**src/rtl/fwft_fifo_pkg.sv**
```systemverilog
package fwft_fifo_pkg;

    // Where the output register takes its next word from
    typedef enum logic [1:0] {
        OSRC_HOLD = 2'd0,
        OSRC_MID  = 2'd1,
        OSRC_WR   = 2'd2,
        OSRC_NONE = 2'd3
    } out_src_e;

    // Where the prefetch register takes its next word from
    typedef enum logic [1:0] {
        MSRC_HOLD = 2'd0,
        MSRC_ARR  = 2'd1,
        MSRC_WR   = 2'd2,
        MSRC_NONE = 2'd3
    } mid_src_e;

endpackage

```
**src/rtl/fwft_fifo_store.sv**
```systemverilog
module fwft_fifo_store #(
    parameter int DATA_W = 16,
    parameter int ARR_D  = 6,
    parameter int PTR_W  = 3
) (
    input  logic              clk,
    input  logic              we,
    input  logic [PTR_W-1:0]  waddr,
    input  logic [DATA_W-1:0] wdata,
    input  logic [PTR_W-1:0]  raddr,
    output logic [DATA_W-1:0] rdata
);

    logic [DATA_W-1:0] mem [ARR_D];

    always_ff @(posedge clk) begin
        if (we) begin
            mem[waddr] <= wdata;
        end
    end

    // Read word is captured by the prefetch register in the parent
    assign rdata = mem[raddr];

endmodule

```
**src/rtl/fwft_fifo_ptr.sv**
```systemverilog
module fwft_fifo_ptr #(
    parameter int ARR_D = 6,
    parameter int PTR_W = 3
) (
    input  logic             clk,
    input  logic             rst,
    input  logic             adv,
    output logic [PTR_W-1:0] ptr
);

    localparam logic [PTR_W-1:0] LAST = PTR_W'(ARR_D - 1);

    logic [PTR_W-1:0] ptr_d, ptr_q;

    always_comb begin
        ptr_d = ptr_q;
        if (adv) begin
            ptr_d = (ptr_q == LAST) ? '0 : ptr_q + 1'b1;
        end
    end

    always_ff @(posedge clk) begin
        if (rst) begin
            ptr_q <= '0;
        end else begin
            ptr_q <= ptr_d;
        end
    end

    assign ptr = ptr_q;

endmodule

```
**src/rtl/fwft_fifo_level.sv**
```systemverilog
module fwft_fifo_level #(
    parameter int DEPTH = 8,
    parameter int CNT_W = 4
) (
    input  logic clk,
    input  logic rst,
    input  logic inc,
    input  logic dec,
    output logic full
);

    localparam logic [CNT_W-1:0] TOP = CNT_W'(DEPTH);

    logic [CNT_W-1:0] cnt_d, cnt_q;
    logic             full_d, full_q;

    always_comb begin
        cnt_d  = cnt_q + CNT_W'(inc) - CNT_W'(dec);
        full_d = (cnt_d == TOP);
    end

    always_ff @(posedge clk) begin
        if (rst) begin
            cnt_q  <= '0;
            full_q <= 1'b0;
        end else begin
            cnt_q  <= cnt_d;
            full_q <= full_d;
        end
    end

    assign full = full_q;

endmodule

```
**src/rtl/fwft_regout_fifo.sv**
```systemverilog
module fwft_regout_fifo
    import fwft_fifo_pkg::*;
#(
    parameter int DATA_W = 16,
    parameter int DEPTH  = 8     // total words held, at least 4
) (
    input  logic              clk,
    input  logic              rst,
    input  logic [DATA_W-1:0] wr_data,
    input  logic              wr_en,
    output logic              full,
    output logic [DATA_W-1:0] rd_data,
    output logic              rd_valid,
    input  logic              rd_ready
);

    // Two words live in the output and prefetch registers
    localparam int ARR_D  = DEPTH - 2;
    localparam int PTR_W  = (ARR_D > 1) ? $clog2(ARR_D) : 1;
    localparam int ACNT_W = $clog2(ARR_D + 1);
    localparam int CNT_W  = $clog2(DEPTH + 1);

    typedef struct packed {
        logic              out_vld;
        logic [DATA_W-1:0] out_dat;
        logic              mid_vld;
        logic [DATA_W-1:0] mid_dat;
        logic [ACNT_W-1:0] arr_cnt;
    } stage_t;

    stage_t st_d, st_q;

    logic              pop, wr_acc, out_free, mid_goes, mid_free, arr_empty;
    logic              arr_wr, arr_rd;
    out_src_e          out_src;
    mid_src_e          mid_src;
    logic [PTR_W-1:0]  wptr, rptr;
    logic [DATA_W-1:0] arr_rdata;

    fwft_fifo_store #(
        .DATA_W (DATA_W),
        .ARR_D  (ARR_D),
        .PTR_W  (PTR_W)
    ) u_store (
        .clk   (clk),
        .we    (arr_wr),
        .waddr (wptr),
        .wdata (wr_data),
        .raddr (rptr),
        .rdata (arr_rdata)
    );

    fwft_fifo_ptr #(.ARR_D(ARR_D), .PTR_W(PTR_W)) u_wptr (
        .clk (clk), .rst (rst), .adv (arr_wr), .ptr (wptr)
    );

    fwft_fifo_ptr #(.ARR_D(ARR_D), .PTR_W(PTR_W)) u_rptr (
        .clk (clk), .rst (rst), .adv (arr_rd), .ptr (rptr)
    );

    fwft_fifo_level #(.DEPTH(DEPTH), .CNT_W(CNT_W)) u_level (
        .clk  (clk),
        .rst  (rst),
        .inc  (wr_acc),
        .dec  (pop),
        .full (full)
    );

    always_comb begin
        st_d      = st_q;
        pop       = st_q.out_vld & rd_ready;
        wr_acc    = wr_en & ~full;
        arr_empty = (st_q.arr_cnt == '0);
        out_free  = ~st_q.out_vld | pop;
        mid_goes  = out_free & st_q.mid_vld;
        mid_free  = ~st_q.mid_vld | mid_goes;

        // Output register: prefetch word first, then a write that can bypass
        if (!out_free) begin
            out_src = OSRC_HOLD;
        end else if (st_q.mid_vld) begin
            out_src = OSRC_MID;
        end else if (wr_acc && arr_empty) begin
            out_src = OSRC_WR;
        end else begin
            out_src = OSRC_NONE;
        end

        // Prefetch register: array head first, then a bypassing write
        if (!mid_free) begin
            mid_src = MSRC_HOLD;
        end else if (!arr_empty) begin
            mid_src = MSRC_ARR;
        end else if (wr_acc && (out_src != OSRC_WR)) begin
            mid_src = MSRC_WR;
        end else if (mid_goes) begin
            mid_src = MSRC_NONE;
        end else begin
            mid_src = MSRC_HOLD;
        end

        arr_rd = (mid_src == MSRC_ARR);
        arr_wr = wr_acc && (out_src != OSRC_WR) && (mid_src != MSRC_WR);

        unique case (out_src)
            OSRC_MID: begin
                st_d.out_vld = 1'b1;
                st_d.out_dat = st_q.mid_dat;
            end
            OSRC_WR: begin
                st_d.out_vld = 1'b1;
                st_d.out_dat = wr_data;
            end
            OSRC_NONE: begin
                st_d.out_vld = 1'b0;
            end
            default: ;
        endcase

        unique case (mid_src)
            MSRC_ARR: begin
                st_d.mid_vld = 1'b1;
                st_d.mid_dat = arr_rdata;
            end
            MSRC_WR: begin
                st_d.mid_vld = 1'b1;
                st_d.mid_dat = wr_data;
            end
            MSRC_NONE: begin
                st_d.mid_vld = 1'b0;
            end
            default: ;
        endcase

        st_d.arr_cnt = st_q.arr_cnt + ACNT_W'(arr_wr) - ACNT_W'(arr_rd);
    end

    always_ff @(posedge clk) begin
        if (rst) begin
            st_q <= '0;
        end else begin
            st_q <= st_d;
        end
    end

    assign rd_data  = st_q.out_dat;
    assign rd_valid = st_q.out_vld;

endmodule

```
**config.mk**
```make
export PLATFORM = sky130hd
export DESIGN_NAME = fwft_regout_fifo
export DESIGN_NICKNAME = d
export VERILOG_FILES = /design/src/rtl/fwft_fifo_pkg.sv /design/src/rtl/fwft_fifo_store.sv /design/src/rtl/fwft_fifo_ptr.sv /design/src/rtl/fwft_fifo_level.sv /design/src/rtl/fwft_regout_fifo.sv
export SDC_FILE = /design/constraint.sdc
export NUM_CORES = 1
export LEC_CHECK = 0
export BUFFER_PORTS_ARGS = -buffer_cell sky130_fd_sc_hd__buf_2
export CAP_MARGIN = 20
export CORE_AREA = 5 5 133 135
export CTS_BUF_LIST = sky130_fd_sc_hd__clkbuf_8 sky130_fd_sc_hd__clkbuf_16
export DETAILED_ROUTE_END_ITERATION = 10
export DIE_AREA = 0 0 138 140
export PLACE_DENSITY_LB_ADDON = 0.15
export SLEW_MARGIN = 20
export SYNTH_ARGS = -nofsm -noshare
export SYNTH_HDL_FRONTEND = slang
export SYNTH_SLANG_ARGS = --single-unit
```
**constraint.sdc**
```tcl
create_clock -name clk -period 5.4 [get_ports clk]
set_clock_uncertainty 0.1 [all_clocks]
set_input_delay 0.54 -clock clk [delete_from_list [all_inputs] [get_ports clk]]
set_output_delay 0.54 -clock clk [all_outputs]
set_load 0.03 [all_outputs]
```
After elaboration in Yosys (flattened, before gate mapping)
Memory sizes are Yosys's and may differ from the RTL's. A register that Yosys moved wholly into a read port is not among the register bits.
Cells that the tools add are included.
{"block": "word_totals", "output_inout_bits": 18, "input_bits": 20, "mem_count": 1, "wordCells": 62, "mem_bits_rw": 96, "reg_bits": 48}
{"block": "op_classes", "n_eq_ne": 11, "n_mux": 17, "addsub": 6, "n_reduce_logical": 10, "n_bitwise": 8}
{"memory": "u_store.mem", "words": 6, "width": 16, "rd": 1, "rd_clocked_by_memory_dff": 1, "wr": 1, "line": "fwft_fifo_store.sv:14", "source": "logic [DATA_W-1:0] mem [ARR_D];"}
{"op": "16-bit one-hot mux with 2 select lines", "count": 2}
{"op": "2-bit 2-to-1 mux", "count": 6}
{"op": "3-bit 2-to-1 mux", "count": 4}
{"op": "2-bit == test (second input constant)", "count": 4}
{"op": "2-bit nonzero test", "count": 4}
{"op": "3-bit by 1-bit adder with 3-bit output (second input constant)", "count": 2}
{"op": "3-bit == test (second input constant)", "count": 2}
{"op": "4-bit by 1-bit adder with 4-bit output", "count": 1}
{"op": "2-bit by 1-bit == test with 1-bit output (second input constant)", "count": 2}
{"op": "4-bit == test (second input constant)", "count": 1}
{"op": "2-bit inequality test (second input constant)", "count": 2}
{"op": "1-bit one-hot mux with 2 select lines", "count": 2}
{"op": "2-bit OR reduction", "count": 2}
{"op": "4-bit by 1-bit subtractor with 4-bit output", "count": 1}
{"op": "3-bit by 1-bit adder with 3-bit output", "count": 1}
{"op": "1-bit bitwise AND", "count": 3}
{"op": "1-bit logical AND", "count": 3}
{"op": "3-bit logical NOT", "count": 1}
{"op": "1-bit 2-to-1 mux", "count": 3}
{"op": "1-bit inverter", "count": 3}
{"op": "3-bit by 1-bit subtractor with 3-bit output", "count": 1}
{"op": "1-bit OR", "count": 2}

Longest topological paths before layout
Gate-level depths: netlist of the first run.
{"block": "logic_depth", "depth_word": 15, "depth_mapped": 18, "mapped_depth_nobuf": 16}

Hierarchy
From an unflattened synthesis of the first run, not the netlist that was laid out.
{"block": "unflattened", "hier_cells": 456, "hier_area_um2": 6218.5}
{"mod": "fwft_fifo_store", "area_each_um2": 3767.4, "cells_each": 199, "instances": 1, "seq_area_each_um2": 2882.8}
{"mod": "fwft_regout_fifo", "area_each_um2": 1930.6, "cells_each": 207, "instances": 1, "seq_area_each_um2": 740.7}
{"mod": "fwft_fifo_level", "area_each_um2": 275.3, "cells_each": 28, "instances": 1, "seq_area_each_um2": 100.1}
{"mod": "fwft_fifo_ptr", "area_each_um2": 122.6, "cells_each": 11, "instances": 2, "seq_area_each_um2": 60.1}

Worst setup path before layout of the first run
Ideal clock, no wire load.
{"block": "synth_path", "path_kind": "register -> register", "from": "register st_q[1] in the netlist's numbering", "to": "memory u_store.mem[0][0] (enable)", "n_path_buf": 2, "setup_time_ns": 0.430, "period_less_slack_ns": 4.622, "required_ns": 4.870, "stages_incl_launch_ff": 13, "path_slack_ns": 0.778, "arrival_ns": 4.092, "path_cell_list": "dfxtp_1 > or3_1 > o31a_1 > inv_1 > ha_1 > buf_6 > o21ai_0 > a21o_1 > ha_1 > buf_2 > nor4b_4 > inv_2 > nor4_1"}
{"block": "synth_between", "elab_chain_cells": 14}
{"item": "start, declared", "line": "fwft_regout_fifo.sv:31", "source": "stage_t st_d, st_q;"}
{"item": "start signal, assigned", "line": "fwft_regout_fifo.sv:142", "source": "st_q <= st_d;"}
{"item": "3-bit logical NOT (*)", "line": "fwft_regout_fifo.sv:73", "source": "arr_empty = (st_q.arr_cnt == '0);"}
{"item": "1-bit logical AND", "line": "fwft_regout_fifo.sv:83", "source": "end else if (wr_acc && arr_empty) begin"}
{"item": "1-bit 2-to-1 mux", "line": "fwft_regout_fifo.sv:83"}
{"item": "2-bit 2-to-1 mux", "line": "fwft_regout_fifo.sv:81", "source": "end else if (st_q.mid_vld) begin"}
{"item": "2-bit 2-to-1 mux", "line": "fwft_regout_fifo.sv:79", "source": "if (!out_free) begin"}
{"item": "2-bit inequality test", "line": "fwft_regout_fifo.sv:94, fwft_regout_fifo.sv:103"}
{"item": "1-bit logical AND", "line": "fwft_regout_fifo.sv:94, fwft_regout_fifo.sv:103"}
{"item": "2-bit 2-to-1 mux", "line": "fwft_regout_fifo.sv:94", "source": "end else if (wr_acc && (out_src != OSRC_WR)) begin"}
{"item": "2-bit 2-to-1 mux", "line": "fwft_regout_fifo.sv:92", "source": "end else if (!arr_empty) begin"}
{"item": "2-bit 2-to-1 mux", "line": "fwft_regout_fifo.sv:90", "source": "if (!mid_free) begin"}
{"item": "2-bit inequality test", "line": "fwft_regout_fifo.sv:103", "source": "arr_wr = wr_acc && (out_src != OSRC_WR) && (mid_src != MSRC_WR);"}
{"item": "1-bit logical AND (*)", "line": "fwft_regout_fifo.sv:103"}
{"item": "1-bit 2-to-1 mux (*)", "line": "fwft_fifo_store.sv:17", "source": "if (we) begin"}
{"item": "1-bit 2-to-1 mux (not written as such) (*)", "line": "fwft_fifo_store.sv:18", "source": "mem[waddr] <= wdata;"}
{"item": "end, declared", "line": "fwft_fifo_store.sv:14"}
Mark *: on every way between the ends. The rest lies on a longest branch, timed or not.

Worst setup path after layout of the first run
{"block": "layout_path", "from": "register st_q[1] in the netlist's numbering", "to": "register st_q[2] in the netlist's numbering"}
{"block": "layout_between", "elab_chain_cells": 14, "elab_cells_between_ends": 15, "cone_classes": "2 x add/sub; 3 x eq/ne; 6 x mux; 4 x reduce/logical"}
{"item": "3-bit logical NOT", "line": "fwft_regout_fifo.sv:73"}
{"item": "1-bit logical AND", "line": "fwft_regout_fifo.sv:83"}
{"item": "1-bit 2-to-1 mux", "line": "fwft_regout_fifo.sv:83"}
{"item": "2-bit 2-to-1 mux", "line": "fwft_regout_fifo.sv:81"}
{"item": "2-bit 2-to-1 mux", "line": "fwft_regout_fifo.sv:79"}
{"item": "2-bit inequality test", "line": "fwft_regout_fifo.sv:94, fwft_regout_fifo.sv:103"}
{"item": "1-bit logical AND", "line": "fwft_regout_fifo.sv:94, fwft_regout_fifo.sv:103"}
{"item": "2-bit 2-to-1 mux", "line": "fwft_regout_fifo.sv:94"}
{"item": "2-bit 2-to-1 mux", "line": "fwft_regout_fifo.sv:92"}
{"item": "2-bit 2-to-1 mux", "line": "fwft_regout_fifo.sv:90"}
{"item": "2-bit inequality test", "line": "fwft_regout_fifo.sv:103"}
{"item": "1-bit logical AND", "line": "fwft_regout_fifo.sv:103"}
{"item": "3-bit by 1-bit adder with 3-bit output", "line": "fwft_regout_fifo.sv:135", "source": "st_d.arr_cnt = st_q.arr_cnt + ACNT_W'(arr_wr) - ACNT_W'(arr_rd);"}
{"item": "3-bit by 1-bit subtractor with 3-bit output (*)", "line": "fwft_regout_fifo.sv:135"}
Marks and branches as above.
A chain may end at the register's enable or synchronous reset.

==> impl_results.md, run 1 <==
* Final number of hold-violating endpoints at 0
* Post-layout minimum cycle time at 3.98 ns
* CTS max path bufs at 2
* Post-route cell area at roughly 7300 um2
* Pwr dens at 643 nW/um2
* Number of I/O port buffers at 37
* CTS tree: yes
* Post-synthesis mux area share at 11.9%
* Post-CTS Setup Bufs at 0
* # IOs at 38
* Cells after Synth at 447
* Placer Congestion at approximately 0.70
* Post-synth ARST share at 0%
* Die ar. at 19,300 um2
* Largest cells by area after synthesis: edfxtp_1 45%, dfxtp_1 16%, mux2_2 4.9%
* RSZ-0062 raised after global routing: false
* Final setup vio count at 0
* First-pass GRT wire length at around 22,000 um
* Site row count at 47
* Slew @ Worst Pin at ~1.1 ns
* Max-cap violations at 0
* Initial antenna violation count at 1
* Setup TNS at 0 ns
* Core Util, Final at roughly 45%
* Post-CTS sizing at 0
* Xor/xnor share of the synthesized area at less than 1%
* Vias/cell at 5.24
* EDFF count, synth at 96
* Peak fanout along the critical path at 6
* Hold_ws at a little over 0.3 ns
* Placed Instance Area at around 6700 um2
* Yosys reg bits at ~150
* Yosys cell types at 46
* Total Routed Length at between 10,000 and 15,000 um
* Simple-gate area share of the yosys netlist at roughly 5%
* Die span in y at about 140 um
* Initial Utilization at about two fifths
* Status: finished, final reports clean
* F_max at between 0.2 and 0.3 GHz
* Vias in the first global route at around 3,900
* # DRC at 0
* Core box area at 16,300 um2
* Count leader, synth: edfxtp_1
* Chip Width at approximately 140 um
* Critical path launch point type: flip-flop
* Critical Path Max Stage Delay at between 0.4 and 0.5 ns
* Final nets at between 500 and 600
* H-Tree Depth at 4
* Final Non-Filler Cells at between 700 and 800
* Top_reg_cell synth: edfxtp_1
* Slew Viols, Final at 0
* Complex-gate fraction of the synthesized area at about an eighth
* # hold bufs at CTS at 0
* Routed len/inst at about 20 um
* CTS clk-pin slew, worst paths at roughly 0.060 ns
* Crit path max-delay cell type: or3_1
* Via count at between 3,000 and 4,000
* Syn Area/Cell at between 10 and 15 um2
* Layout cell share with drive strength beyond 1 at about a third
* Max-slew headroom at 27.9%
* Crit path cell chain: or3_1 -> o31a_1 -> inv_1 -> ha_1 -> o21ai_0 -> a21o_1 -> ha_1 -> nor4b_4 -> inv_2 -> ha_1 -> inv_1 -> ha_1 -> fa_1 -> xnor2_1 -> xnor2_1 -> nor2_1
* Worst vdd ir at around 260 uV
* # placed instances at 670
* Clk sinks at 147
* Largest family of logic cells by synthesized area: compound AO/OA/AOI/OAI gates
* Clock latency on the worst-skew pair at between 0.4 and 0.5 ns
* Most Frequent Cell on Critical Path: ha_1
* Largest net degree at the start of global routing at between 40 and 50
* DP HPWL at 8020 um
* Post-synth top cells: 96 x edfxtp_1, 51 x dfxtp_1, 28 x mux2_2, 28 x nor2_1, 22 x a211oi_1
* Initial DRT Pass Iterations at 5
* Worst Setup Path Type: flip-flop to flip-flop
* Synth warn at 0
* Global Route Usage Sum at ~15%
* Crit path DAT at 4.17 ns
* Initial DRC Count at ~260
* Post-synth top area share at between 40% and 50%
* Tightest Hold Check Type: primary input to flip-flop
* Crit. End Element: flip-flop
* Cell accounting for the most synthesized area: edfxtp_1
* Crit path required time at 5.59 ns
* Final Cycle Share at 73.7%
* CTS buffer count at 17
* Area Overhead vs Synth at 13.8%
* Seq/Total Area, Yosys at 60.8%
* Synth Area in Adders at 3.16%
* Synthesized Nets at approximately 480
* Cell area after synthesis at between 6000 and 7000 um2
* GRT Residual Overflow at 0
* Static Leakage at around 0.0026 uW
* CTS root buf: clkbuf_16
* Routed Antenna Nets at 0
==> cells by family after synthesis <==
kind of cell,Yosys count
xor gates and xnor gates,5
adders and majority gates,15
AOI/OAI and AO/OA,96
muxes,65
buffers and inverters,58
and+or+nand+nor,61
DFF,147
==> flip-flops by register name, summed over array words and instances (netlist names), named ones only <==
| name | cells |
|---|---|
| st_q | 20 |
| u_rptr.ptr | 3 |
| u_level.cnt_q | 4 |
| rd_data | 16 |
| rd_valid | 1 |
| u_store.mem | 96 |
| u_wptr.ptr | 3 |
| u_level.full | 1 |
==> per-stage QoR <==
stage / worst slack, ns / power, uW
floorplan: 0.778 / 3120
global placement: 1.56 / 3460
detailed placement: 1.39 / 3510
CTS: 1.40 / 4750
global route: 1.20 / 4980
finish: 1.42 / 4700
==> final timing paths <==
kind	startpoint	to	slack, ns	cells past startpoint
setup / recovery	st_q[1]	st_q[2]	1.42	16
hold / removal	wr_data[5]	u_store.mem[3][5]	0.30	1
setup reg to reg	st_q[1]	st_q[2]	1.42	16
hold reg to reg	rd_data[11]	rd_data[11]	0.38	2
==> worst max-delay path, delay by kind of cell, from the launching register on <==
| family | cells | cell delay [ns] |
|---|---|---|
| adders and majority gates | 5 | 1.28 |
| and+or+nand+nor | 3 | 0.88 |
| AOI/OAI and AO/OA | 3 | 0.66 |
| DFF | 1 | 0.33 |
| xor gates and xnor gates | 2 | 0.33 |
| buffers and inverters | 3 | 0.27 |
==> cell type report <==
type / instances / area, um2
fillers: 1525 / 9040
repair buffers: 47 / 273
clock buffers: 17 / 425
flip-flops and latches: 147 / 3910
inverters: 15 / 56.3
clock inverters: 15 / 190
multi-input cells: 242 / 2180
diodes: 1 / 2.50
well taps: 220 / 275
==> power breakdown <==
group	total [uW]	switching (uW)	internal (uW)	leakage, uW
Clock	1230	458	768	0.000294
Combinational	1870	1090	781	0.000968
Sequential	1600	156	1440	0.00129
==> metal layers <==
layer / part of all wire (%) / vias to the layer above / global-route usage [%]
met5: 0 / - / 0
met4: 2.2 / 0 / 7.18
met3: 3.3 / 28 / 3.44
met2: 50 / 73 / 25.3
met1: 45 / 1839 / 17.9
li1: - / 1749 / -
==> layout by cell type, fill, tap and decap left out, types with 14 or more instances in the layout <==
master and count:
mux2i_1 17, o22ai_1 16, inv_1 15, nor2_1 28
a221oi_2 14, edfxtp_1 96, mux2_4 14, mux2_2 28
clkbuf_16 17, a211oi_1 22, buf_2 37, a22oi_1 16
dfxtp_1 50
Note: power is estimated with default switching activity, not from simulation.
==> run 2: changes to the inputs <==
--- a/config.mk
+++ b/config.mk
@@ -5,12 +5,13 @@
 export SDC_FILE = /design/constraint.sdc
 export NUM_CORES = 1
 export LEC_CHECK = 0
+export ABC_AREA = 1
 export BUFFER_PORTS_ARGS = -buffer_cell sky130_fd_sc_hd__buf_2
 export CAP_MARGIN = 20
-export CORE_AREA = 5 5 133 135
+export CORE_AREA = 5 5 135 137
 export CTS_BUF_LIST = sky130_fd_sc_hd__clkbuf_8 sky130_fd_sc_hd__clkbuf_16
 export DETAILED_ROUTE_END_ITERATION = 10
-export DIE_AREA = 0 0 138 140
+export DIE_AREA = 0 0 140 142
 export PLACE_DENSITY_LB_ADDON = 0.15
 export SLEW_MARGIN = 20
 export SYNTH_ARGS = -nofsm -noshare
==> constraint.sdc (replaced) <==
create_clock -name clk -period 3.98 [get_ports clk]
set_clock_uncertainty 0.1 [all_clocks]
set_input_delay 0.398 -clock clk [delete_from_list [all_inputs] [get_ports clk]]
set_output_delay 0.398 -clock clk [all_outputs]
set_load 0.03 [all_outputs]
==> impl_results.md, run 2 <==
* Critical Path Max Stage Delay at 0.38 ns (-0.05 ns)
* CTS max path bufs at 2 (unchanged)
* # IOs at 38 (unchanged)
* Syn Area/Cell at 8.96 um2 (-38%)
* Routed Antenna Nets at 0 (unchanged)
* Seq/Total Area, Yosys at 59.2% (-1.6 points)
* CTS buffer count at 17 (unchanged)
* RSZ-0062 raised after global routing: false
* Synth warn at 0 (unchanged)
* Reg-to-reg startpoint: st_q[1]
* F_max at 0.298 GHz (+18%)
* Post-layout minimum cycle time at 3.36 ns (-0.619 ns)
* Antenna Cells at 0 (-1)
* Largest cells by area after synthesis: edfxtp_1 44%, dfxtp_1 15%, nand2_1 13%
* Fillcell total at 1,650 (+8.2%)
* Final Total Pwr at 6240 uW (+33%)
* Max-slew headroom at 34.3% (+6.3 points)
* Peak fanout along the critical path at 7 (+1)
* Worst vdd ir at 426 uV (+65%)
* Area Overhead vs Synth at 14.0%
* Cell area after synthesis at 6590 um2 (+2.7%)
* Placed Instance Area at 6900 um2 (+3.5%)
* CTS tree: yes
* Initial antenna violation count at 0 (-1)
* Number of I/O port buffers at 37 (unchanged)
* Total Routed Length at 14,300 um (+1.5%)
* Post-synth top cells: 228 x nand2_1, 120 x inv_1, 96 x edfxtp_1
* Post-route cell area at 7520 um2 (+2.9%)
* Number of flip-flops under the largest register name at 96 (unchanged)
* Clk sinks at 147 (unchanged)
* Register-to-register setup slack at 0.62 ns (-0.80 ns)
* # DRC at 0 (unchanged)
* Largest net degree at the start of global routing at 49 (unchanged)
* Status: finished, final reports clean
* Layout cell share with drive strength beyond 1 at 10.9% (-21 points)
* Chip Width at 140 um (+1.4%)
* Worst-case reg-to-reg path depth at 20 (+4)
* Core box area at 16,900 um2 (+3.6%)
* Tightest Hold Check Type: primary input to flip-flop
* GRT Residual Overflow at 0 (unchanged)
* Synthesized Nets at 771 (+60%)
* Hold wc startpoint: wr_data[14]
* Slew @ Worst Pin at 0.986 ns (-0.0949 ns)
* Crit path max-delay cell type: fa_1
* Crit path cell chain: nor2_1 -> nand2_1 -> inv_1 -> a31oi_1 -> inv_1 -> ha_1 -> nor2_1 -> inv_1 -> nand2_1 -> a21oi_1 -> inv_1 -> ha_1 -> inv_1 -> nand2_2 -> ha_1 -> inv_1 -> ha_1 -> fa_1 -> xnor2_1 -> nor2_1
* Area of the multi-input gates at 1990 um2 (-8.7%)
* Count leader, synth: nand2_1
* Crit. End Element: flip-flop
* Top_reg_cell synth: edfxtp_1
* Most common cell after layout, fill and taps aside: nand2_1
* Post-CTS Setup Bufs at 0 (unchanged)
* Final number of hold-violating endpoints at 0 (unchanged)
* Hold Path Cell Cnt at 1 (unchanged)
* Register area at 3900 um2 (about the same)
* Final setup vio count at 0 (unchanged)
* Final nets at 790 (+56%)
* Slew Viols, Final at 0 (unchanged)
* Initial DRT Pass Iterations at 6 (+1)
* Crit path DAT at 3.55 ns (-0.62 ns)
* Worst Setup Path Type: flip-flop to flip-flop
* Static Leakage at 0.00342 uW (+34%)
* Cell accounting for the most synthesized area: edfxtp_1
* Site row count at 48 (+2.1%)
* H-Tree Depth at 4 (unchanged)
* CTS clk-pin slew, worst paths at 0.06 ns (about the same)
* Critical path launch point type: flip-flop
* EDFF count, synth at 96 (unchanged)
* Final Cycle Share at 84.4% (+11 points)
* Commonest cells after routing, fill and taps aside: 228 x nand2_1, 120 x inv_1, 96 x edfxtp_1
* Pwr dens at 830 nW/um2 (+29%)
* Post-synth top area share at 43.7% (-1.2 points)
* First-pass GRT wire length at 23,100 um (+5.4%)
* Post-CTS sizing at 0 (unchanged)
* DP HPWL at 9390 um (+17%)
* Cells after Synth at 736 (+65%)
* Placer Congestion at 0.757 (+7.5%)
* Routed len/inst at 14.4 um (-28%)
* Initial DRC Count at 217 (-17%)
* Via count at 4,569 (+24%)
* CP delay by family, top: adder cells
* Sum of buffers and inverters on the critical path at 6 (+3)
* Most flops, register: u_store.mem
* Clock latency on the worst-skew pair at 0.42 ns (about the same)
* Die span in y at 142 um (+1.4%)
* Initial Utilization at 38.9% (-0.34 points)
* Dpl ws at 0.557 ns (-0.828 ns)
* Post-synth ARST share at 0% (unchanged)
* Die ar. at 19,900 um2 (+2.9%)
* Vias in the first global route at 4,372 (+11%)
* Hold path endpoint: u_store.mem[2][14]
* CTS root buf: clkbuf_16
* Max-cap violations at 0 (unchanged)
* Most Frequent Cell on Critical Path: inv_1
* Yosys reg bits at 147 (unchanged)
* Vias/cell at 4.60 (-12%)
* Crit path required time at 4.17 ns (-1.42 ns)
* Setup TNS at 0 ns (unchanged)
* RR Endpoint: st_q[2]
* # hold bufs at CTS at 0 (unchanged)
* Yosys cell types at 27 (-41%)
* Global Route Usage Sum at 14.8% (-0.12 points)
* Fin worst setup slack at 0.620 ns (-0.801 ns)
[run 2: cell count changes after synthesis, sizes merged, moves of 11 or more]
cell,delta
o211ai,+20
mux2i,-17
inv,+106
a211oi,-32
nand3,+46
nand2,+222
a221oi,-16
a22oi,-16
o22ai,-15
mux2,-48
nor2,+16
clkbuf,+11
a21oi,+33
[run 2: how the worst max path moves through the flow]
stage	from	to	slack, ns	cells past startpoint
2_1_floorplan	rd_valid	u_store.mem[5][0]	0.22	16
3_3_place_gp	wr_en	st_q[1]	0.73	20
3_5_place_dp	wr_en	st_q[1]	0.56	20
4_1_cts	st_q[1]	st_q[2]	0.62	20
5_1_grt	st_q[1]	st_q[2]	0.34	20
6_report	st_q[1]	st_q[2]	0.62	20
[run 2: where the power goes]
part	switching (uW)	internal [uW]
clock	608	1040
sequential	143	1940
combinational	1680	832
total	2430	3810
[run 2: metal layers]
metal | up-vias | track usage [%] | wire [um]
met3 | 18 | 3.46 | 502
met2 | 76 | 23.4 | 6420
met4 | 0 | 5.35 | 193
met1 | 2122 | 20.1 | 7170
met5 | - | 0 | 0
li1 | 2353 | - | -
[run 2: cell type report]
cell class / count / area share, %
inverter: 122 / 6.09
clock inverter: 15 / 2.51
timing repair buffer: 48 / 3.56
clock buffer: 17 / 5.66
tap: 225 / 3.75
multi-input combinational: 419 / 26.5
sequential: 147 / 51.9
[run 2: through the flow]
step	util, %	hold slack, ns	std cells
floorplan	-	0.340	736
global placement	40.8	0.353	961
detailed placement	40.8	0.358	961
CTS	44.4	0.176	993
global route	44.4	0.179	993
finish	44.4	0.185	993
[run 2: worst register-to-register path: cells and delay by family, from the launching register on]
kind,cells,cell delay [ns]
AOI/OAI and AO/OA,2,0.35
DFF,1,0.33
xor gates and xnor gates,1,0.16
buffers and inverters,6,0.48
and+or+nand+nor,6,0.53
adders and majority gates,5,1.29
[run 2: cell families (layout without fill, tap and decap cells)]
| logic type | after synthesis | in the layout | share of synthesized area (%) |
|---|---|---|---|
| xor gates and xnor gates | 5 | 5 | 0.664 |
| buffers and inverters | 170 | 202 | 11.0 |
| AOI/OAI and AO/OA | 68 | 68 | 6.00 |
| adders and majority gates | 15 | 15 | 3.07 |
| and+or+nand+nor | 331 | 331 | 20.0 |
| DFF | 147 | 147 | 59.2 |
